<file path="src/rtl/page_load_writer.sv">
module page_load_writer #(
  parameter int ADDR_W       = 17,
  parameter int OFS_W        = 7,
  parameter int DATA_W       = 8,
  parameter int LOAD_TIMEOUT = 50000,
  parameter int WRITE_CYCLES = 1250000,
  parameter int MIN_PULSE    = 2
) (
  input  logic              clk,
  input  logic              rst_n,
  input  logic              cs_n,
  input  logic              we_n,
  input  logic              oe_n,
  input  logic [ADDR_W-1:0] addr,
  input  logic [DATA_W-1:0] din,
  output logic              busy,
  output logic              arr_we,
  output logic [ADDR_W-1:0] arr_addr,
  output logic [DATA_W-1:0] arr_data
);
  localparam int PAGE_BYTES = 1 << OFS_W;
  localparam int PAGE_W     = ADDR_W - OFS_W;
  localparam int TMR_W      = $clog2(LOAD_TIMEOUT + 1);
  localparam int WCNT_W     = $clog2(WRITE_CYCLES + 1);
  localparam int PL_W       = $clog2(MIN_PULSE + 1);

  typedef enum logic [1:0] {ST_IDLE, ST_LOAD, ST_WRITE} st_t;

  st_t               state;
  logic              act, act_q, armed, commit;
  logic [PL_W-1:0]   plen;
  logic [ADDR_W-1:0] addr_lat;
  logic [DATA_W-1:0] data_lat;
  logic [PAGE_W-1:0] page_q;
  logic [TMR_W-1:0]  tmr;
  logic [WCNT_W-1:0] wcnt;
  logic [PAGE_BYTES-1:0] filled;
  logic [DATA_W-1:0] page_buf [PAGE_BYTES];
  logic [OFS_W-1:0]  rd_ofs;

  assign act    = ~cs_n & ~we_n & oe_n;
  assign commit = act_q & ~act & armed & (plen >= PL_W'(MIN_PULSE)) & (state != ST_WRITE);

  always_ff @(posedge clk or negedge rst_n) begin
    if (!rst_n) begin
      act_q    <= 1'b0;
      armed    <= 1'b0;
      plen     <= '0;
      addr_lat <= '0;
      data_lat <= '0;
    end else begin
      act_q <= act;
      if (act && !act_q) begin
        plen     <= PL_W'(1);
        addr_lat <= addr;
        armed    <= (state != ST_WRITE);
      end else if (act && plen < PL_W'(MIN_PULSE)) begin
        plen <= plen + PL_W'(1);
      end
      if (act) data_lat <= din;
    end
  end

  always_ff @(posedge clk) begin
    if (commit) page_buf[addr_lat[OFS_W-1:0]] <= data_lat;
  end

  always_ff @(posedge clk or negedge rst_n) begin
    if (!rst_n) begin
      state  <= ST_IDLE;
      page_q <= '0;
      tmr    <= '0;
      wcnt   <= '0;
      filled <= '0;
    end else begin
      if (commit) begin
        filled[addr_lat[OFS_W-1:0]] <= 1'b1;
        page_q <= addr_lat[ADDR_W-1:OFS_W];
      end
      case (state)
        ST_IDLE: begin
          tmr <= '0;
          if (commit) state <= ST_LOAD;
        end
        ST_LOAD: begin
          if (commit || act) begin
            tmr <= '0;
          end else if (tmr == TMR_W'(LOAD_TIMEOUT - 1)) begin
            state <= ST_WRITE;
            wcnt  <= '0;
            tmr   <= '0;
          end else begin
            tmr <= tmr + TMR_W'(1);
          end
        end
        ST_WRITE: begin
          if (wcnt == WCNT_W'(WRITE_CYCLES - 1)) begin
            state  <= ST_IDLE;
            filled <= '0;
          end else begin
            wcnt <= wcnt + WCNT_W'(1);
          end
        end
        default: state <= ST_IDLE;
      endcase
    end
  end

  assign rd_ofs   = wcnt[OFS_W-1:0];
  assign busy     = (state != ST_IDLE);
  assign arr_we   = (state == ST_WRITE) && (wcnt < WCNT_W'(PAGE_BYTES));
  assign arr_addr = {page_q, rd_ofs};
  assign arr_data = filled[rd_ofs] ? page_buf[rd_ofs] : {DATA_W{1'b1}};

  assert_short_pulse_dropped_R3: assert property (@(posedge clk) disable iff (!rst_n)
    (state == ST_IDLE && act_q && !act && plen < PL_W'(MIN_PULSE)) |=> !busy);

  assert_busy_ends_after_write_R5: assert property (@(posedge clk) disable iff (!rst_n)
    $fell(busy) |-> $past(state) == ST_WRITE);

  assert_load_held_open_R6: assert property (@(posedge clk) disable iff (!rst_n)
    (state == ST_LOAD && act) |=> state == ST_LOAD);

  assert_first_slot_zero_R10: assert property (@(posedge clk) disable iff (!rst_n)
    $rose(arr_we) |-> arr_addr[OFS_W-1:0] == '0);

  assert_slot_ascends_R10: assert property (@(posedge clk) disable iff (!rst_n)
    (arr_we && $past(arr_we)) |-> arr_addr[OFS_W-1:0] == OFS_W'($past(arr_addr[OFS_W-1:0]) + 1'b1));

  assert_page_frozen_in_write_R11: assert property (@(posedge clk) disable iff (!rst_n)
    (state == ST_WRITE) |=> $stable(page_q));
endmodule

</file>
<file path="config.mk">
export PLATFORM = sky130hd
export DESIGN_NAME = page_load_writer
export DESIGN_NICKNAME = d
export VERILOG_FILES = /design/src/rtl/page_load_writer.sv
export SDC_FILE = /design/constraint.sdc
export NUM_CORES = 1
export LEC_CHECK = 0
export BUFFER_PORTS_ARGS = -buffer_cell sky130_fd_sc_hd__buf_2
export CELL_PAD_IN_SITES_DETAIL_PLACEMENT = 1
export CELL_PAD_IN_SITES_GLOBAL_PLACEMENT = 1
export CORE_ASPECT_RATIO = 1.25
export CORE_MARGIN = 5
export CORE_UTILIZATION = 30
export CTS_BUF_LIST = sky130_fd_sc_hd__clkbuf_8
export CTS_CLUSTER_DIAMETER = 150
export CTS_CLUSTER_SIZE = 40
export DETAILED_ROUTE_END_ITERATION = 8
export PLACE_DENSITY = 0.58
export SLEW_MARGIN = 20
export SYNTH_ARGS = -nofsm -noshare
export SYNTH_HDL_FRONTEND = slang
export SYNTH_SLANG_ARGS = --single-unit
</file>
<file path="constraint.sdc">
create_clock -name clk -period 3.35 [get_ports clk]
set_clock_uncertainty 0.1 [all_clocks]
set_input_delay 0.5025 -clock clk [delete_from_list [all_inputs] [get_ports clk]]
set_output_delay 0.5025 -clock clk [all_outputs]
set_load 0.1 [all_outputs]
</file>
==> metrics list, run 1 <==
- Top delay family on crit path: buffers and inverters
- Area post-placement: 54400 um^2
- Worst VDD drop: 0.000534 V
* Final setup violation count: 8
- After legalization and detailed placement, the total HPWL measured 92400 um.
* Slew at the pin closest to its max-slew limit: 0.913 ns
- The worst setup path is launched from a flip-flop.
- After the flow finishes, the layout carries non-filler instances totaling 5101.
- Initial standard-cell utilization of the core: 30.2%
* Reg2Reg Launch Point: wcnt[1]$_DFFE_PN0P_
- In this run the static leakage power is 19.5 nW.
- By instance count, the leading cell after synthesis is sky130_fd_sc_hd__edfxtp_1.
* Via Count: 25700
* Number of flops mapped to enable cells by yosys: 1024
- Measured on the finished design, the core utilization comes to 34.6%.
- The number of slew-limit violations in the final report came to 0.
* Remaining global-route overflow: 0
* Post-route worst setup slack: -1.04 ns
- TritonCTS built the clock tree.
- The first global-routing pass estimated 202000 um of wire.
- After detailed routing, the number of remaining DRC violations is 0.
- Start-to-end type of the worst setup path: flip-flop to output port
* Required time reported for the critical path endpoint: 2.75 ns
- Clock latency of the later-clocked register in the worst-skew pair: 0.77 ns
- Boundary pin count: 57
- CTS built an H-tree with a depth of 2.
* Number of stages on the worst hold path: 4
- Summed area of non-filler cells in the final layout: 56700 um^2
- The clock drives 1230 sinks.
- Using the TritonRoute via totals, the vias-per-cell ratio works out to 5.04.
- After detailed routing, the average wire length per cell comes to 27.3 um.
- The worst hold path belongs to the class input pin to flip-flop.
- At the worst endpoint, the arrival time is 3.78 ns.
- Chip Height: 464 um
- Final Net Count: 2921
- In this run the most critical hold path is launched from cs_n.
* Final hold viol count: 0
- The die covers 173000 um^2.
- The path with the worst hold slack has its endpoint at act_q$_DFF_PN0_.
- Number of iterations in the first detailed-routing pass: 5
- Synth cell types: 69
- In this run, CTS created clock tree buffers numbering 36.
* Run status: finished, violations left
- The largest single stage delay on the critical path is 0.55 ns.
- Counting I/O delays and the setup requirement, the final critical path takes 4.39 ns.
* Sequential fraction of the synthesis area: 72.7%
- Cell at the root of the clock tree: sky130_fd_sc_hd__clkbuf_8
- Routability-driven placement finished with a final weighted congestion of 0.914.
- In this run the power density over the cells is 436 nW/um^2.
- In this run the critical register-to-register path is captured at filled[105]$_DFF_PN0_.
- Clock-pin slew on the worst setup and hold paths: 0.25 ns
- After detailed routing, the total wire length is 139000 um.
* Number of cells produced by synthesis: 2550
- The worst path uses 131% of the clock period.
* Number of register bits inferred by synthesis: 1230
* Top cell by count, worst path: sky130_fd_sc_hd__buf_4
- Headroom to the max-slew limit came out at 39.1%.
- Initial antenna violation count: 4
- Number of cells in the design after placement: 4972
- At the placement stage, the worst setup path has a slack of -0.859 ns.
- Area leader, netlist: sky130_fd_sc_hd__edfxtp_1
* PnR Total Power: 0.0247 W
- Buf/Inv on CP: 5
- Relative to the synthesized area, the layout overhead comes to 14.7%.
- The clock passes through at most 3 buffers.
- Core area: 164000 um^2
- The via count of the first global-routing pass was 27800.
* Mean Syn Cell Area: 19.4 um^2
- The checks that failed: setup timing.
- Of the post-synthesis cell area, the dominant cell type holds 62.2%.
- The floorplan step set the die width to 373 um.
- Post-Syn Area: 49400 um^2
- Setup repair after global routing could not meet its margin everywhere.
- Buffers placed on the I/O ports in this run total 56.
* Async set-or-reset flop fraction in the synthesized netlist: 16.7%
- Worst path cell trace: buf_4 -> buf_4 -> mux4_2 -> mux2i_1 -> mux2_2 -> a21oi_1 -> nor2_2 -> a211oi_4 -> buf_12 -> o41ai_4 -> buf_4 -> buf_12
- FP Rows: 166
- Achievable frequency: 228 MHz
* # Max-Cap Violations: 0
- Remaining antenna violation count: 0
- The worst setup path is captured at an output port.
- Aggregate global-route resource usage: 15.7%
* Post-Syn Nets: 2583
- In the synthesized netlist the dominant register cell turns out to be sky130_fd_sc_hd__edfxtp_1.
- Register-to-register setup slack: 0.30 ns
- Pin count of the biggest net entering global routing: 89
- Yosys attributes the largest share of cell area to sky130_fd_sc_hd__edfxtp_1 (62%), sky130_fd_sc_hd__dfrtp_1 (10%), sky130_fd_sc_hd__mux4_2 (9.5%), sky130_fd_sc_hd__mux4_1 (3.5%), sky130_fd_sc_hd__mux2i_1 (2.4%).
- Of all nets on the critical path, the largest fanout is 8.
- Of the cells placed in the final design, the portion with a size suffix greater than 1 is 28.9%.
- The first routing iteration left 2075 violations.
- After synthesis, the most frequently instantiated cells are sky130_fd_sc_hd__edfxtp_1 (1024), sky130_fd_sc_hd__mux4_2 (209), sky130_fd_sc_hd__dfrtp_1 (206), sky130_fd_sc_hd__nor2_1 (195), sky130_fd_sc_hd__o21a_1 (137).
- For the worst flop-to-flop path, the logic depth is 10.
* CP max-delay cell: sky130_fd_sc_hd__dfrtp_4
- The filler cells instantiated in the layout total 16400.
- Yosys printed 0 warnings.
-- cell usage in the layout (no fill, tap or decap), types with 34 or more instances in the layout --
cell type / synthesis / layout
sky130_fd_sc_hd__buf_2: 25 / 46
sky130_fd_sc_hd__mux4_1: 66 / 54
sky130_fd_sc_hd__dfrtp_1: 206 / 193
sky130_fd_sc_hd__clkbuf_8: 19 / 37
sky130_fd_sc_hd__nand2_1: 91 / 89
sky130_fd_sc_hd__nor2_1: 195 / 185
sky130_fd_sc_hd__buf_12: 8 / 34
sky130_fd_sc_hd__mux2i_1: 118 / 108
sky130_fd_sc_hd__buf_4: 12 / 309
sky130_fd_sc_hd__edfxtp_1: 1024 / 1024
sky130_fd_sc_hd__mux4_2: 209 / 221
sky130_fd_sc_hd__o21a_1: 137 / 137
-- registers in the layout (all words and copies together), names as in the netlist, 2 cells and up --
| signal | count |
|---|---|
| page_q | 10 |
| data_lat | 8 |
| state | 2 |
| plen | 2 |
| wcnt | 21 |
| tmr | 16 |
| addr_lat | 17 |
| filled | 128 |
| page_buf | 1024 |
-- area by class of cell --
cell class	instances	area, um^2	area share, %
multi-input cells	1164	13100	23.2
diodes	3	7.51	0.0132
repair buffers	448	4210	7.43
clock inverters	27	109	0.192
well taps	2184	2730	4.82
flip-flops and latches	1230	35900	63.4
clock buffers	37	509	0.898
inverters	8	38.8	0.0684
-- how the worst max path moves through the flow --
stage,start,end,cells past startpoint
after global placement,wcnt[0]$_DFFE_PN0P_,arr_data[3],11
after global routing,wcnt[0]$_DFFE_PN0P_,arr_data[2],13
after detailed placement,wcnt[0]$_DFFE_PN0P_,arr_data[1],11
final,wcnt[1]$_DFFE_PN0P_,arr_data[2],12
after CTS,wcnt[1]$_DFFE_PN0P_,arr_data[0],12
after floorplan,wcnt[0]$_DFFE_PN0P_,arr_data[0],12
-- logic make-up (layout without fill, tap and decap cells) --
family	count (synthesis)	after routing	synth area share [%]
AOI/OAI and AO/OA	323	323	4.66
DFF	1230	1230	72.7
xor gates and xnor gates	20	20	0.354
other	0	3	0
adders and majority gates	3	3	0.0760
muxes	427	427	16.2
and+or+nand+nor	391	391	3.48
buffers and inverters	156	520	2.54
-- through the flow --
| step | setup TNS (ns) | hold slack, ns |
|---|---|---|
| floorplan | -2.02 | 0.107 |
| CTS | -8.31 | 0.0513 |
| global placement | -5.51 | 0.367 |
| finish | -8.20 | 0.144 |
| detailed placement | -5.95 | 0.376 |
| global route | -8.96 | 0.0947 |
-- power breakdown --
group	internal, W	total, W	leakage [nW]	switching [W]
logic	0.000397	0.00171	7.11	0.00132
registers	0.0173	0.0177	12.0	0.000456
clock network	0.00106	0.00527	0.411	0.00421
-- tightest hold or removal path: cells and delay by family --
family	cells	cell delay (ns)
buf+inv	3	0.34
simple gates	1	0.12
-- layer usage --
metal  GRT usage [%]  up-vias  routed length [um]  share of wire, %
li1                -    10900                   -                 -
met1            19.4    14200               56300                40
met4            3.85        0                3470               2.5
met5               0        -                   0                 0
met2            29.0      489               74000                53
met3            2.03      125                5510               4.0
-- repair_timing --
action,CTS,global route
endpoints found under the hold margin,97,0
endpoints found under the setup margin,9,9
buffers inserted,19,7
resized for setup,177,16
gates cloned,10,1
pin swaps,32,4
hold buffers,26,0
Power figures use the tool's default switching activity.
==> run 2, diff against run 1 <==
--- a/config.mk
+++ b/config.mk
@@ -16,6 +16,7 @@
 export CTS_CLUSTER_SIZE = 40
 export DETAILED_ROUTE_END_ITERATION = 8
 export PLACE_DENSITY = 0.58
+export REMOVE_ABC_BUFFERS = 1
 export SLEW_MARGIN = 20
 export SYNTH_ARGS = -nofsm -noshare
 export SYNTH_HDL_FRONTEND = slang
==> metrics list, run 2 (synthesized netlist as in run 1, its figures left out) <==
- Run status: finished, violations left
- Violated checks: setup timing
* Number of buffers added by the clock tree synthesis step: 38
* Critical path launch point type: flip-flop
* Post-route worst setup slack: -1.00 ns
- Routability congestion estimate from global placement: 0.816
* Top delay family on crit path: buffers and inverters
* Most common library cell in the layout ignoring fill and taps: sky130_fd_sc_hd__edfxtp_1
- Required time reported for the critical path endpoint: 2.75 ns
* Cell at the root of the clock tree: sky130_fd_sc_hd__clkbuf_8
- Final setup violation count: 8
- Via Count: 25600
* Met1 routing resource usage after global routing: 19.7%
- Counting the fill cells in the layout gives 16300.
- In this run the power density over the cells is 443 nW/um^2.
- Across every metal layer, demand over resource in global routing totals 15.5%.
- At the end of the flow the core is filled with cells to 34.6%.
- Traced cell by cell, the critical path runs through buf_12 -> buf_12 -> buf_12 -> mux4_2 -> mux2i_1 -> buf_4 -> o21a_1 -> o21ai_1 -> buf_4 -> a21oi_4 -> o41ai_4 -> buf_12.
* Initial antenna violation count: 5
- In this run switching power makes up 25.0% of total power.
* Routed vias/inst: 4.99
- Arrival time of data at the critical path endpoint: 3.75 ns
- In this run the worst path has a maximum fanout of 7.
- Summed over all cells, the static leakage comes to 19.6 nW.
- Counting I/O delays and the setup requirement, the final critical path takes 4.35 ns.
* Average detailed-routed wire length per instance: 26.9 um
- Along the worst hold path, the cell count comes to 4.
* Worst-case headroom to the max-slew limit: 30.2%
* Number of buffers inserted by port buffering: 56
- TritonCTS clock tree: done
* Slew at the pin closest to its max-slew limit: 1.05 ns
* FP Rows: 166
- The number of cells on the worst reg-to-reg path is 10.
* Max stage delay on crit path: 0.57 ns
- VDD sags by at most 0.000472 V.
- The finished cells cover 56700 um^2.
- In this run the worst hold path is classified as input pin to flip-flop.
- The global routing stage identified its most utilized layer as met2.
- Clock latency of the later-clocked register in the worst-skew pair: 0.79 ns
* Pin count of the biggest net entering global routing: 129
* Part of the cycle the worst path needs: 130%
- The die is 373 um wide.
- The floorplan step defined a core boundary enclosing 164000 um^2.
- The pre-antenna-repair detailed-routing pass consisted of 5 iterations.
- First-pass GRT wire length: 200000 um
- In this run the cell area measured after placement is 54500 um^2.
- Boundary pin count: 57
- Compared with the post-synthesis result, the final layout area differs by 14.7%.
- Setup repair after global routing could not meet its margin everywhere.
* HPWL Detailed: 92200 um
- Buf/Inv on CP: 6
- Setup TNS: -7.73 ns
- The most numerous cell type found on the critical path is sky130_fd_sc_hd__buf_12.
- Final Net Count: 2948
* Ratio of cells with drive above 1 in the final layout: 30.0%
* Most used cells in the layout excluding fill and tap cells: sky130_fd_sc_hd__edfxtp_1 (1024), sky130_fd_sc_hd__buf_4 (332), sky130_fd_sc_hd__mux4_2 (236)
* Final hold viol count: 0
* CP max-delay cell: sky130_fd_sc_hd__dfrtp_4
- The internal power of the cells totals 0.0188 W.
- Initial standard-cell utilization of the core: 30.2%
- Net Sw Power: 0.00629 W
- STA classifies the critical path endpoint as an output port.
* Chip Height: 464 um
* Sequential group share of total power: 70.9%
- The die covers 173000 um^2.
- The number of slew-limit violations in the final report came to 0.
- Global routing consumed, on the met2 layer, 27.7% of the routing resources.
* Iteration-0 DRC Markers: 1941
- The critical path crosses 12 cells after its start point.
- After clock tree synthesis, the clock-pin slew on the worst setup and hold paths is 0.22 ns.
- Number of clock sinks seen by CTS: 1230
- In the global route stage, met3 resource usage came out at 2.00%.
- CTS built an H-tree with a depth of 2.
- The setup path with the least slack is of type flip-flop to output port.
* Remaining global-route overflow: 0
* Max FFs per register: 1024
* Number of remaining DRC errors: 0
* Number of global-route vias before repair: 27700
* Maximum clock path buffer count: 3
- Achievable frequency: 230 MHz
- The clock network accounts for 22.3% of the total power.
* Remaining antenna violation count: 0
* Total routed wirelength: 138000 um
- Max-cap violations in this run came to 0.
- Combinational power share: 6.8%
run 2: changes by cell type in the layout (fill, tap and decap cells not counted), sizes merged:
cell	previous run	this run
buf	418	445
bufbuf	3	0
clkbuf	38	41
clkinv	0	3
clkinvlp	1	0
diode	3	5
inv	34	35
run 2: timing repair:
action	4_1_cts	5_1_grt
setup endpoints to repair	11	9
buffers inserted	27	9
cloned	5	2
gates resized for setup	154	56
hold buffers	26	0
pin swaps	22	25
endpoints found under the hold margin	106	0
run 2: path summary, 6_finish.rpt:
kind / end / from / slack, ns
max: arr_data[6] / wcnt[0]$_DFFE_PN0P_ / -1.00
min: act_q$_DFF_PN0_ / we_n / 0.11
max reg2reg: page_buf[115][7]$_DFFE_PP_ / plen[0]$_DFFE_PN0P_ / 0.29
min reg2reg: filled[103]$_DFF_PN0_ / filled[103]$_DFF_PN0_ / 0.42
max in group asynchronous: filled[111]$_DFF_PN0_ / rst_n / 2.07
min in group asynchronous: state[1]$_DFFE_PN0P_ / rst_n / 0.25
run 2: tightest hold or removal path: cells and delay by family:
family        cells  cell delay [ns]
buf+inv           3             0.33
simple gates      1             0.15
run 2: layout make-up:
class	instances	area [um^2]	area share (%)
antenna	5	12.5	0.0221
clock buffer	39	537	0.947
clock inverter	30	200	0.353
inverter	8	32.5	0.0574
multi-input combinational	1164	12900	22.7
sequential	1230	35900	63.4
tap	2184	2730	4.82
timing repair buffer	473	4360	7.68
run 2: stage by stage:
step           hold WS, ns  std cells  worst slack, ns  power, W
6_report             0.112       5133            -1.00    0.0251
5_1_grt             0.0619       5129            -1.14    0.0261
4_1_cts             0.0396       5121            -1.10    0.0254
3_5_place_dp         0.376       5008           -0.875    0.0199
3_3_place_gp         0.366       5008           -0.812    0.0197
2_1_floorplan        0.107       2402           -13.54    0.0188
run 2: power groups by stage:
stage | logic, W | registers [W] | clock network, W
finish | 0.00172 | 0.0178 | 0.00560
global route | 0.00181 | 0.0179 | 0.00639
global placement | 0.00164 | 0.0181 | 0
detailed placement | 0.00170 | 0.0181 | 0
floorplan | 0.000360 | 0.0185 | 0
CTS | 0.00174 | 0.0178 | 0.00585
run 2: routing by layer:
metal / part of all wire (%) / vias to the layer above
li1: - / 10900
met1: 41 / 13900
met2: 52 / 571
met3: 4.1 / 164
met4: 3.5 / 0
met5: 0 / -
==> run 3, diff against run 2 <==
--- a/config.mk
+++ b/config.mk
@@ -17,6 +17,7 @@
 export DETAILED_ROUTE_END_ITERATION = 8
 export PLACE_DENSITY = 0.58
 export REMOVE_ABC_BUFFERS = 1
+export SKIP_LAST_GASP = 1
 export SLEW_MARGIN = 20
 export SYNTH_ARGS = -nofsm -noshare
 export SYNTH_HDL_FRONTEND = slang
==> metrics list, run 3 (synthesized netlist as in run 1, its figures left out) <==
- Measured along the x axis, the die boundary spans 373 um.
- The core region is 164000 um^2.
- The most critical setup path has its startpoint at wcnt[0]$_DFFE_PN0P_.
- Number of clock sinks seen by CTS: 1230
- Clock-pin slew was measured on the worst setup and hold paths at 0.23 ns.
* Run status: finished, violations left
- Net Sw Power: 0.00629 W
- Worst Path Max Fanout: 8
- The number of slew-limit violations in the final report came to 0.
- Entering global routing, the biggest net connects 129 pins.
* Worst VDD drop: 0.000472 V
- Total routed wirelength: 138000 um
- STA puts the critical path data required time at 2.75 ns.
* Type of element capturing the critical path: output port
- HPWL Detailed: 92200 um
- In this run the critical register-to-register path is launched from plen[0]$_DFFE_PN0P_.
- Reg-to-reg critical path endpoint: page_buf[115][7]$_DFFE_PP_
- For flop-to-flop paths, the worst setup slack is 0.30 ns.
- First-pass GRT wire length: 200000 um
- Iteration-0 DRC Markers: 1988
* # Max-Cap Violations: 0
- After layout, the worst setup slack is -1.02 ns.
* Depth of the most critical reg-to-reg path: 10
- Aggregate global-route resource usage: 15.5%
- Number of remaining DRC errors: 0
* Slew at the pin closest to its max-slew limit: 1.04 ns
* Final Net Count: 2946
- Setup violations remaining at the end of the flow were counted as 8.
* Most common library cell in the layout ignoring fill and taps: sky130_fd_sc_hd__edfxtp_1
- PnR Total Power: 0.0251 W
- Achievable frequency: 229 MHz
* Sequential cell area: 35900 um^2
* Boundary pin count: 57
- The final reports fail on setup timing.
- Final hold viol count: 0
- Count of fill cells added during filler insertion: 16300
- Arrival time of data at the critical path endpoint: 3.77 ns
* Number of iterations in the first detailed-routing pass: 5
- After detailed placement, the design holds a cell count of 5008.
- Registers are responsible for 70.9% of the overall power.
- Post-layout minimum cycle time: 4.37 ns
- The initial antenna violation count is 5.
- In this run the tool buffered the top-level ports with 56 buffer cells.
* Maximum clock path buffer count: 3
- Ratio of cells with drive above 1 in the final layout: 29.5%
- Setup repair after global routing could not meet its margin everywhere.
* Remaining global-route overflow: 0
* Remaining antenna violation count: 0
* FP Rows: 166
- Power spread over the standard cell area amounts to 444 nW/um^2.
* Combinational power share: 6.8%
- TritonCTS built the clock tree.
* Critical path launch point type: flip-flop
- Launch instance of the worst min-delay path: we_n
* Start-to-end type of the worst setup path: flip-flop to output port
* CTS HTree Levels: 2
* Worst-case headroom to the max-slew limit: 30.5%
- Clock latency of the later-clocked register in the worst-skew pair: 0.79 ns
- The register with the most flip-flops in the layout has 1024 of them.
- Part of the cycle the worst path needs: 130%
- The congestion estimate from routability-driven global placement came to 0.816.
* Number of stages on the worst hold path: 4
* Growth of design area from synthesis to finish: 14.5%
* Initial standard-cell utilization of the core: 30.2%
- Routed vias/inst: 4.99
* Number of global-route vias before repair: 27700
* Chip Height: 464 um
* Average detailed-routed wire length per instance: 26.9 um
- Internal power consumption: 0.0188 W
- LEAKAGE: 19.6 nW
* WHS Endpoint: act_q$_DFF_PN0_
- Number of buffers added by the clock tree synthesis step: 38
* Filler-free cell count of the finished design: 5130
* Multi-input logic area: 12800 um^2
* Die ar.: 173000 um^2
* Power share of the clock group: 22.3%
- Net switching is 25.0% of the power.
* Cell at the root of the clock tree: sky130_fd_sc_hd__clkbuf_8
- Most used cells in the layout excluding fill and tap cells: sky130_fd_sc_hd__edfxtp_1 (1024), sky130_fd_sc_hd__buf_4 (332), sky130_fd_sc_hd__mux4_2 (231)
- On the final layout, the worst hold slack is 0.111 ns.
- Class of the worst hold path: input pin to flip-flop
- Final Util: 34.5%
* Via Count: 25600
run 3: changes by cell type in the layout (fill, tap and decap cells not counted), sizes merged:
cell   previous run  this run
diode             5         4
buf             445       443
run 3: cell type report:
| class | count | area share, % |
|---|---|---|
| inverter | 8 | 0.0575 |
| clock buffer | 39 | 0.949 |
| timing repair buffer | 471 | 7.61 |
| tap | 2184 | 4.83 |
| sequential | 1230 | 63.5 |
| antenna | 4 | 0.0177 |
| multi-input combinational | 1164 | 22.7 |
| clock inverter | 30 | 0.354 |
run 3: through the flow:
stage | cell area (um^2) | TNS [ns] | setup slack, ns
6_report | 56600 | -8.01 | -1.02
5_1_grt | 56600 | -8.89 | -1.13
4_1_cts | 56400 | -8.64 | -1.10
3_5_place_dp | 54500 | -6.07 | -0.875
3_3_place_gp | 54500 | -5.56 | -0.812
2_1_floorplan | 48200 | -1917.23 | -13.54
run 3: critical path: stages (launching register included):
cell and delay, ns:
sky130_fd_sc_hd__dfrtp_4 0.57, sky130_fd_sc_hd__buf_12 0.16, sky130_fd_sc_hd__buf_12 0.13, sky130_fd_sc_hd__mux4_2 0.44
sky130_fd_sc_hd__nor2_1 0.12, sky130_fd_sc_hd__o41ai_1 0.09, sky130_fd_sc_hd__buf_4 0.16, sky130_fd_sc_hd__a211o_4 0.34
sky130_fd_sc_hd__a311oi_2 0.24, sky130_fd_sc_hd__buf_4 0.16, sky130_fd_sc_hd__a211oi_4 0.04, sky130_fd_sc_hd__buf_12 0.17
sky130_fd_sc_hd__o41ai_4 0.10, sky130_fd_sc_hd__buf_12 0.24
run 3: how the worst max path moves through the flow:
stage / to / slack [ns] / depth (start not counted)
2_1_floorplan: arr_data[7] / -13.54 / 6
3_3_place_gp: arr_data[2] / -0.81 / 13
3_5_place_dp: arr_data[6] / -0.87 / 11
4_1_cts: arr_data[6] / -1.10 / 10
5_1_grt: arr_data[0] / -1.13 / 12
6_report: arr_data[0] / -1.02 / 13
run 3: what timing repair did:
item / in CTS / in global routing
setup endpoints to repair: 11 / 9
buffers inserted: 27 / 6
pin swaps: 22 / 11
hold buffers: 26 / 0
gates resized for setup: 150 / 32
gates cloned: 5 / 2
hold endpoints to repair: 106 / 0
run 3: per-layer routing:
metal / part of all wire (%) / wire length [um] / GRT usage (%)
met1: 41 / 55900 / 19.6
met2: 52 / 71300 / 27.7
met3: 4.4 / 6020 / 2.00
met4: 3.4 / 4630 / 5.08
met5: 0 / 0 / 0
run 3: power by group through the flow:
stage | sequential [W] | clock, W | combinational (W)
2_1_floorplan | 0.0185 | 0 | 0.000360
3_3_place_gp | 0.0181 | 0 | 0.00164
3_5_place_dp | 0.0181 | 0 | 0.00170
4_1_cts | 0.0178 | 0.00585 | 0.00174
5_1_grt | 0.0179 | 0.00639 | 0.00180
6_report | 0.0178 | 0.00560 | 0.00171
